## src/rtl/usb_eps_pkg.sv

```systemverilog
package usb_eps_pkg;
  localparam int ST_W      = 5;
  localparam int B_TXCMPL  = 0;
  localparam int B_RXOUT   = 1;
  localparam int B_RXSETUP = 2;
  localparam int B_TXRDY   = 3;
  localparam int B_DIR     = 4;

  typedef enum logic [1:0] {
    TK_NONE  = 2'd0,
    TK_OUT   = 2'd1,
    TK_SETUP = 2'd2,
    TK_IN    = 2'd3
  } tok_e;
endpackage

```

## src/rtl/ep_fifo.sv

```systemverilog
module ep_fifo #(
  parameter int DEPTH = 16,
  parameter int DW    = 8,
  localparam int CW   = $clog2(DEPTH + 1),
  localparam int PW   = (DEPTH > 1) ? $clog2(DEPTH) : 1
) (
  input  logic          clk_i,
  input  logic          rst_ni,
  input  logic          clr_i,
  input  logic          rewind_i,
  input  logic          wr_i,
  input  logic [DW-1:0] wdata_i,
  input  logic          rd_i,
  output logic [DW-1:0] rdata_o,
  output logic [CW-1:0] count_o
);
  logic [DW-1:0] mem_q [DEPTH];
  logic [CW-1:0] count_q;
  logic [CW-1:0] rptr_q;
  logic          full;

  assign full = (count_q == CW'(DEPTH));

  always_ff @(posedge clk_i) begin
    if (wr_i && !full && !clr_i) mem_q[PW'(count_q)] <= wdata_i;
  end

  always_ff @(posedge clk_i or negedge rst_ni) begin
    if (!rst_ni) begin
      count_q <= '0;
      rptr_q  <= '0;
    end else begin
      if (clr_i) count_q <= '0;
      else if (wr_i && !full) count_q <= count_q + 1'b1;

      if (clr_i || rewind_i) rptr_q <= '0;
      else if (rd_i && (rptr_q < count_q)) rptr_q <= rptr_q + 1'b1;
    end
  end

  assign rdata_o = (rptr_q < CW'(DEPTH)) ? mem_q[PW'(rptr_q)] : '0;
  assign count_o = count_q;

  a_r9_count_bound: assert property (@(posedge clk_i) disable iff (!rst_ni)
    count_q <= CW'(DEPTH));
  a_r9_full_holds: assert property (@(posedge clk_i) disable iff (!rst_ni)
    (wr_i && !clr_i && full) |=> (count_q == CW'(DEPTH)));
endmodule

```

## src/rtl/ep_state.sv

```systemverilog
module ep_state
  import usb_eps_pkg::*;
#(
  parameter bit IS_CTRL  = 1'b0,
  parameter bit FIXED_IN = 1'b0
) (
  input  logic            clk_i,
  input  logic            rst_ni,
  input  logic            fw_wr_i,
  input  logic [ST_W-1:0] fw_set_i,
  input  logic [ST_W-1:0] fw_clr_i,
  input  logic            tok_vld_i,
  input  tok_e            tok_i,
  input  logic            done_i,
  input  logic            irq_en_i,
  output logic [ST_W-1:0] st_o,
  output logic            accept_o,
  output logic            tx_dir_o,
  output logic            rx_act_o,
  output logic            tx_act_o,
  output logic            fifo_clr_o,
  output logic            rewind_o,
  output logic            irq_o
);
  logic [ST_W-1:0] st_q, st_d;
  tok_e            act_q;
  logic            dir_eff, rx_busy, ok;

  assign dir_eff = IS_CTRL ? st_q[B_DIR] : FIXED_IN;
  assign rx_busy = st_q[B_RXOUT] | st_q[B_RXSETUP];

  always_comb begin
    unique case (tok_i)
      TK_SETUP: ok = IS_CTRL;
      TK_OUT:   ok = !dir_eff && !rx_busy;
      TK_IN:    ok = st_q[B_TXRDY] && !st_q[B_TXCMPL] && !st_q[B_RXSETUP];
      default:  ok = 1'b0;
    endcase
  end
  assign accept_o = tok_vld_i && ok;

  always_comb begin
    st_d = st_q;
    if (fw_wr_i) begin
      st_d[B_TXRDY]   = (st_q[B_TXRDY] | fw_set_i[B_TXRDY]) & ~fw_clr_i[B_TXRDY];
      st_d[B_TXCMPL]  = st_q[B_TXCMPL]  & ~fw_clr_i[B_TXCMPL];
      st_d[B_RXOUT]   = st_q[B_RXOUT]   & ~fw_clr_i[B_RXOUT];
      st_d[B_RXSETUP] = st_q[B_RXSETUP] & ~fw_clr_i[B_RXSETUP];
      if (IS_CTRL) st_d[B_DIR] = (st_q[B_DIR] | fw_set_i[B_DIR]) & ~fw_clr_i[B_DIR];
    end
    if (done_i) begin
      unique case (act_q)
        TK_OUT:   st_d[B_RXOUT] = 1'b1;
        TK_SETUP: begin
          st_d = '0;
          st_d[B_RXSETUP] = 1'b1;
        end
        TK_IN: begin
          st_d[B_TXCMPL] = 1'b1;
          st_d[B_TXRDY]  = 1'b0;
        end
        default: ;
      endcase
    end
  end

  always_ff @(posedge clk_i or negedge rst_ni) begin
    if (!rst_ni) begin
      st_q  <= '0;
      act_q <= TK_NONE;
    end else begin
      st_q <= st_d;
      if (tok_vld_i)   act_q <= ok ? tok_i : TK_NONE;
      else if (done_i) act_q <= TK_NONE;
    end
  end

  assign fifo_clr_o = (accept_o && (tok_i == TK_OUT || tok_i == TK_SETUP))
                    || (done_i && act_q == TK_IN)
                    || (fw_wr_i && fw_clr_i[B_RXOUT] && st_q[B_RXOUT])
                    || (fw_wr_i && fw_clr_i[B_RXSETUP] && st_q[B_RXSETUP]);
  assign rewind_o = accept_o && (tok_i == TK_IN);
  assign rx_act_o = (act_q == TK_OUT) || (act_q == TK_SETUP);
  assign tx_act_o = (act_q == TK_IN);
  assign tx_dir_o = dir_eff;
  assign st_o     = {dir_eff, st_q[B_TXRDY:0]};
  assign irq_o    = irq_en_i & (st_q[B_TXCMPL] | st_q[B_RXOUT] | st_q[B_RXSETUP]);

  a_r2_setup_wipes: assert property (@(posedge clk_i) disable iff (!rst_ni)
    (done_i && act_q == TK_SETUP) |=> (st_q == (ST_W'(1) << B_RXSETUP)));
  a_r3_setup_ctrl_only: assert property (@(posedge clk_i) disable iff (!rst_ni)
    (tok_vld_i && tok_i == TK_SETUP && !IS_CTRL) |-> !accept_o);
  a_r5_out_nak_busy: assert property (@(posedge clk_i) disable iff (!rst_ni)
    (tok_vld_i && tok_i == TK_OUT && (st_q[B_RXOUT] || st_q[B_RXSETUP])) |-> !accept_o);
  a_r7_in_gate: assert property (@(posedge clk_i) disable iff (!rst_ni)
    (accept_o && tok_i == TK_IN) |-> (st_q[B_TXRDY] && !st_q[B_TXCMPL]));
  a_r7_done_sets_cmpl: assert property (@(posedge clk_i) disable iff (!rst_ni)
    (done_i && act_q == TK_IN) |=> (st_q[B_TXCMPL] && !st_q[B_TXRDY]));
endmodule

```

## src/rtl/usb_ep_status_ctrl.sv

```systemverilog
module usb_ep_status_ctrl
  import usb_eps_pkg::*;
#(
  parameter int               NUM_EP     = 4,
  parameter int               EP_BYTES   = 16,
  parameter int               DW         = 8,
  parameter logic [NUM_EP-1:0] EP_IN_MASK = 4'b0100,
  localparam int              EPW        = (NUM_EP > 1) ? $clog2(NUM_EP) : 1,
  localparam int              CW         = $clog2(EP_BYTES + 1)
) (
  input  logic              clk_i,
  input  logic              rst_ni,
  input  logic [EPW-1:0]    fw_sel_i,
  input  logic              fw_reg_wr_i,
  input  logic [4:0]        fw_set_i,
  input  logic [4:0]        fw_clr_i,
  output logic [4:0]        fw_status_o,
  output logic [CW-1:0]     fw_bytecnt_o,
  input  logic              fw_fifo_wr_i,
  input  logic [DW-1:0]     fw_fifo_wdata_i,
  input  logic              fw_fifo_rd_i,
  output logic [DW-1:0]     fw_fifo_rdata_o,
  input  logic [NUM_EP-1:0] irq_en_i,
  output logic [NUM_EP-1:0] irq_o,
  input  logic [EPW-1:0]    sie_ep_i,
  input  logic              sie_tok_vld_i,
  input  logic [1:0]        sie_tok_i,
  output logic              sie_accept_o,
  input  logic              sie_wr_i,
  input  logic [DW-1:0]     sie_wdata_i,
  input  logic              sie_rd_i,
  output logic [DW-1:0]     sie_rdata_o,
  input  logic              sie_done_i
);
  logic [ST_W-1:0] st_arr   [NUM_EP];
  logic [CW-1:0]   cnt_arr  [NUM_EP];
  logic [DW-1:0]   rd_arr   [NUM_EP];
  logic [NUM_EP-1:0] acc_vec;

  for (genvar e = 0; e < NUM_EP; e++) begin : g_ep
    logic fw_hit, sie_hit;
    logic tx_dir, rx_act, tx_act, f_clr, f_rew;
    logic f_wr, f_rd;
    logic [DW-1:0] f_wdata;

    assign fw_hit  = (fw_sel_i == EPW'(e));
    assign sie_hit = (sie_ep_i == EPW'(e));

    ep_state #(
      .IS_CTRL  (e == 0),
      .FIXED_IN (EP_IN_MASK[e])
    ) u_state (
      .clk_i      (clk_i),
      .rst_ni     (rst_ni),
      .fw_wr_i    (fw_reg_wr_i && fw_hit),
      .fw_set_i   (fw_set_i),
      .fw_clr_i   (fw_clr_i),
      .tok_vld_i  (sie_tok_vld_i && sie_hit),
      .tok_i      (tok_e'(sie_tok_i)),
      .done_i     (sie_done_i && sie_hit),
      .irq_en_i   (irq_en_i[e]),
      .st_o       (st_arr[e]),
      .accept_o   (acc_vec[e]),
      .tx_dir_o   (tx_dir),
      .rx_act_o   (rx_act),
      .tx_act_o   (tx_act),
      .fifo_clr_o (f_clr),
      .rewind_o   (f_rew),
      .irq_o      (irq_o[e])
    );

    // engine side takes priority over firmware on the same FIFO
    assign f_wr    = (sie_wr_i && sie_hit && rx_act) || (fw_fifo_wr_i && fw_hit && tx_dir);
    assign f_wdata = (sie_wr_i && sie_hit && rx_act) ? sie_wdata_i : fw_fifo_wdata_i;
    assign f_rd    = (sie_rd_i && sie_hit && tx_act) || (fw_fifo_rd_i && fw_hit && !tx_dir);

    ep_fifo #(
      .DEPTH (EP_BYTES),
      .DW    (DW)
    ) u_fifo (
      .clk_i    (clk_i),
      .rst_ni   (rst_ni),
      .clr_i    (f_clr),
      .rewind_i (f_rew),
      .wr_i     (f_wr),
      .wdata_i  (f_wdata),
      .rd_i     (f_rd),
      .rdata_o  (rd_arr[e]),
      .count_o  (cnt_arr[e])
    );
  end

  assign fw_status_o     = st_arr[fw_sel_i];
  assign fw_bytecnt_o    = cnt_arr[fw_sel_i];
  assign fw_fifo_rdata_o = rd_arr[fw_sel_i];
  assign sie_rdata_o     = rd_arr[sie_ep_i];
  assign sie_accept_o    = acc_vec[sie_ep_i];

  a_r10_irq_gated: assert property (@(posedge clk_i) disable iff (!rst_ni)
    (irq_o & ~irq_en_i) == '0);
  a_r2_one_accept: assert property (@(posedge clk_i) disable iff (!rst_ni)
    $onehot0(acc_vec));
endmodule

```

## config.mk

```make
export PLATFORM = sky130hd
export DESIGN_NAME = usb_ep_status_ctrl
export DESIGN_NICKNAME = d
export VERILOG_FILES = /design/src/rtl/usb_eps_pkg.sv /design/src/rtl/ep_fifo.sv /design/src/rtl/ep_state.sv /design/src/rtl/usb_ep_status_ctrl.sv
export SDC_FILE = /design/constraint.sdc
export NUM_CORES = 1
export LEC_CHECK = 0
export ABC_AREA = 1
export BUFFER_PORTS_ARGS = -buffer_cell sky130_fd_sc_hd__buf_2
export CORE_AREA = 2 2 230 232
export CTS_CLUSTER_SIZE = 14
export DETAILED_ROUTE_END_ITERATION = 7
export DIE_AREA = 0 0 232 234
export GPL_ROUTABILITY_DRIVEN = 0
export GPL_TIMING_DRIVEN = 1
export PLACE_DENSITY = 0.71
export SETUP_SLACK_MARGIN = 0.3
export SYNTH_ARGS = -nofsm -noshare
export SYNTH_HDL_FRONTEND = slang
export SYNTH_HIERARCHICAL = 1
export SYNTH_SLANG_ARGS = --single-unit
```

## constraint.sdc

```tcl
create_clock -name clk_i -period 3.3 [get_ports clk_i]
set_clock_uncertainty 0.05 [all_clocks]
set_input_delay 0.495 -clock clk_i [delete_from_list [all_inputs] [get_ports clk_i]]
set_output_delay 0.495 -clock clk_i [all_outputs]
set_load 0.05 [all_outputs]
```

==> results.py <==
metrics = {
    "run_status": {
        "status": "completed",
    },
    "worst_setup_path": {
        "path_cells": "buf_12, buf_16, nand2_1, nand3_2, nand3_2, nand3_4, a21oi_4, nand2_1, nand2_1, nand2_1, nand2_2, buf_8",
        "crit_cells": 12,
        "worst-r2r-cell-count": 12,
        "cp_max_fo": 9,
        "end_kind": "output pin",
        "required_ps": 2750,
        "critical_path.startpoint": "g_ep[3].u_fifo/rptr_q[0]$_DFFE_PN0P_",
        "critical_path_arrival_ps": 2670,
        "crit_path_start_kind": "flop",
        "critPathMaxStageDelay_ps": 500,
        "path_delay_family": "simple AND/OR/NAND/NOR gates",
        "r2r_start": "g_ep[1].u_state/act_q[0]$_DFFE_PN0P_",
        "path_class": "reg -> out",
        "crit_top_cell": "nand2_1",
        "cpMaxStageDelayCell": "dfrtp_2",
        "path_buf_inv": 3,
        "ff2ff_setup_slack_ps": 460,
    },
    "min_path": {
        "holdPathStages": 4,
        "worstHoldStart": "fw_clr_i[4]",
        "holdCritPathClass": "in -> reg",
    },
    "cells_and_area": {
        "layout.nets": 3331,
        "n_fill_cell": 4189,
        "areaGrowthSynthToFinish_pct": 15.6,
        "final_common_cell": "nand2_1",
        "final_util": 0.628,
        "drive_gt1_frac": 0.135,
        "final_cells": 3970,
        "final_cell_mix": "nand2_1, edfxtp_1, nand3_1, inv_1, nor2_1",
    },
    "place": {
        "placed_cells": 3838,
        "port-buffer-count": 72,
        "hpwl_um": 50400,
    },
    "logic_synthesis": {
        "async_flop_share": 0.113,
        "synthCells": 3114,
        "syn_area_per_cell_um2": 9.09,
        "ys_ff_latch": 577,
        "synth_ff_type": "edfxtp_1",
        "yosysSeqAreaShare": 0.601,
        "synth.yosys.warnings": 6,
        "synthDistinctLibCells": 39,
        "synth_area_um2": 28300,
        "synth_edf_count": 512,
    },
    "run": {
        "maxCapViolCount": 0,
    },
    "sta": {
        "setup_viol": 0,
        "finalCritPeriodShare": 0.974,
        "drv_slew": 0,
        "fin_setup_tns_ps": 0,
        "tightestPinTransition_ps": 938,
        "period_minus_slack_ps": 3210,
        "maxSlewHeadroom": 0.375,
        "rsz0062_at_grt": "yes",
        "fmax_mhz": 311,
        "timing_hold_violations_final": 0,
    },
    "grt": {
        "grt_start_max_net_pins": 66,
        "grt_pass1_wl_um": 118000,
        "grt_pass1_vias": 21074,
        "grt-ovfl-total": 0,
        "track_usage": 0.285,
        "antenna_found_initial": 12,
    },
    "floorplanning": {
        "dieArea_um2": 54300,
        "io_pins": 76,
        "die_w_um": 232,
        "rows": 84,
        "core_um2": 52000,
        "fp.dieH_um": 234,
        "floorplan.initialDensity": 0.544,
    },
    "power_and_ir_drop": {
        "p_int_mw": 15.2,
        "p_per_area_nw_per_um2": 758,
        "clockPowerShare": 0.256,
        "p_sw_frac": 0.387,
        "comb_power_share": 0.395,
        "p_seq_frac": 0.349,
        "p_leak_nw": 14.5,
        "ir_drop_mv": 0.506,
        "switching_power_mw": 9.58,
    },
    "cts": {
        "cts_tree": "done",
        "clk_path_buf_depth": 3,
        "numCtsBuffers": 57,
        "clock_latency_ps": 620,
        "h-tree-depth": 2,
        "clock_sinks": 577,
        "cts_root_buffer": "clkbuf_16",
        "clk_pin_slew_ps": 60,
    },
    "detailed_routing": {
        "drt_iter0_drc": 2805,
        "vias_per_cell": 5.59,
        "drc": 0,
        "routed_wl_um": 78100,
        "drtPass1Iterations": 6,
        "antenna_left": 0,
        "wl_per_cell_um": 19.7,
        "vias": 22186,
    },
}
==> worst register-to-register path: cells and delay by family (launching register included) <==
family / cells / cell delay [ps]
fa+ha+maj: 1 / 320
buf+inv: 5 / 720
flops: 1 / 430
simple gates: 6 / 1040
==> power by group through the flow <==
| stage | registers, mW | logic, mW | clock network, mW |
|---|---|---|---|
| floorplan | 8.61 | 5.72 | 0 |
| global route | 8.69 | 10.5 | 6.70 |
| global placement | 8.73 | 7.63 | 0 |
| CTS | 8.63 | 9.15 | 6.41 |
| finish | 8.66 | 9.78 | 6.34 |
| detailed placement | 8.75 | 7.80 | 0 |
==> registers in the layout (all words and copies together) (netlist names) <==
register,flops
g_ep.u_state/act_q,8
g_ep.u_fifo/mem_q,512
g_ep.u_state/st_q,12
g_ep.u_state/st_o,5
g_ep.u_fifo/rptr_q,20
g_ep.u_fifo/count_o,20
==> cells in the mapped netlist (8+ instances only) <==
cell type     n  share of area
o21ai_0      21         0.0037
inv_1       365          0.048
xor2_1       12         0.0037
nor2_1      108          0.014
dfrtp_1      65          0.057
nor2_2        8         0.0018
buf_2        67          0.012
inv_2        19         0.0025
nor3_1       21         0.0037
buf_4        22         0.0058
clkbuf_1     11         0.0015
nand3_1     438          0.077
buf_1        10         0.0013
nand2_2      12         0.0027
nand2_1    1247           0.17
ha_1         55          0.024
edfxtp_1    512           0.54
buf_6        24         0.0096
a21oi_1      47         0.0083
==> cell families (layout without fill, tap and decap cells) <==
family	Yosys count	in the layout	synth area share
XOR/XNOR	12	12	0.00371
AND/OR/NAND/NOR	1851	1851	0.271
AO/OA/AOI/OAI	90	90	0.0176
buffers and inverters	526	684	0.0824
flip-flops	577	577	0.601
adder cells (fa/ha/maj)	55	55	0.0243
other	3	13	0.000398
==> per-stage QoR <==
step,cell area (µm²),power (mW),setup WS [ps],hold WS [ps]
floorplan,28300,14.3,570,149
global placement,29400,16.4,234,487
detailed placement,29400,16.6,191,490
CTS,32300,24.2,165,112
global route,32700,25.9,-7.01,128
finish,32700,24.8,86.1,132
==> path summary, 6_finish.rpt <==
kind | to
setup / recovery | fw_fifo_rdata_o[0]
hold / removal | g_ep[0].u_state/st_o[4]$_DFF_PN0_
setup reg to reg | g_ep[1].u_fifo/mem_q[7][6]$_DFFE_PP_
hold reg to reg | g_ep[2].u_state/st_q[3]$_DFF_PN0_
max in group asynchronous | g_ep[2].u_fifo/rptr_q[0]$_DFFE_PN0P_
min in group asynchronous | g_ep[0].u_fifo/rptr_q[1]$_DFFE_PN0P_
==> routing by layer <==
layer  track usage  up-vias  part of all wire
met3        0.0654      243             0.097
met1         0.381    10568              0.40
met5             0        -           0.00077
li1              -    10269                 -
met4         0.115       10             0.045
met2         0.454     1096              0.46
==> layout make-up <==
cell class,count,area [µm²],share of cell area
flip-flops and latches,577,17000,0.520
multi-input cells,2014,9660,0.296
repair buffers,190,1870,0.0571
inverters,391,1490,0.0457
clock buffers,73,1490,0.0455
well taps,688,861,0.0263
clock inverters,30,299,0.00915
diodes,7,17.5,0.000536
==> timing repair <==
| action | CTS | global route |
|---|---|---|
| setup endpoints to repair | 16 | 33 |
| hold endpoints to repair | 65 | 0 |
| gates resized for setup | 202 | 47 |
| cloned | 7 | 6 |
| pin swaps | 51 | 37 |
| hold buffers | 1 | 0 |
| buffers inserted | 5 | 3 |
Power figures use the tool's default switching activity.
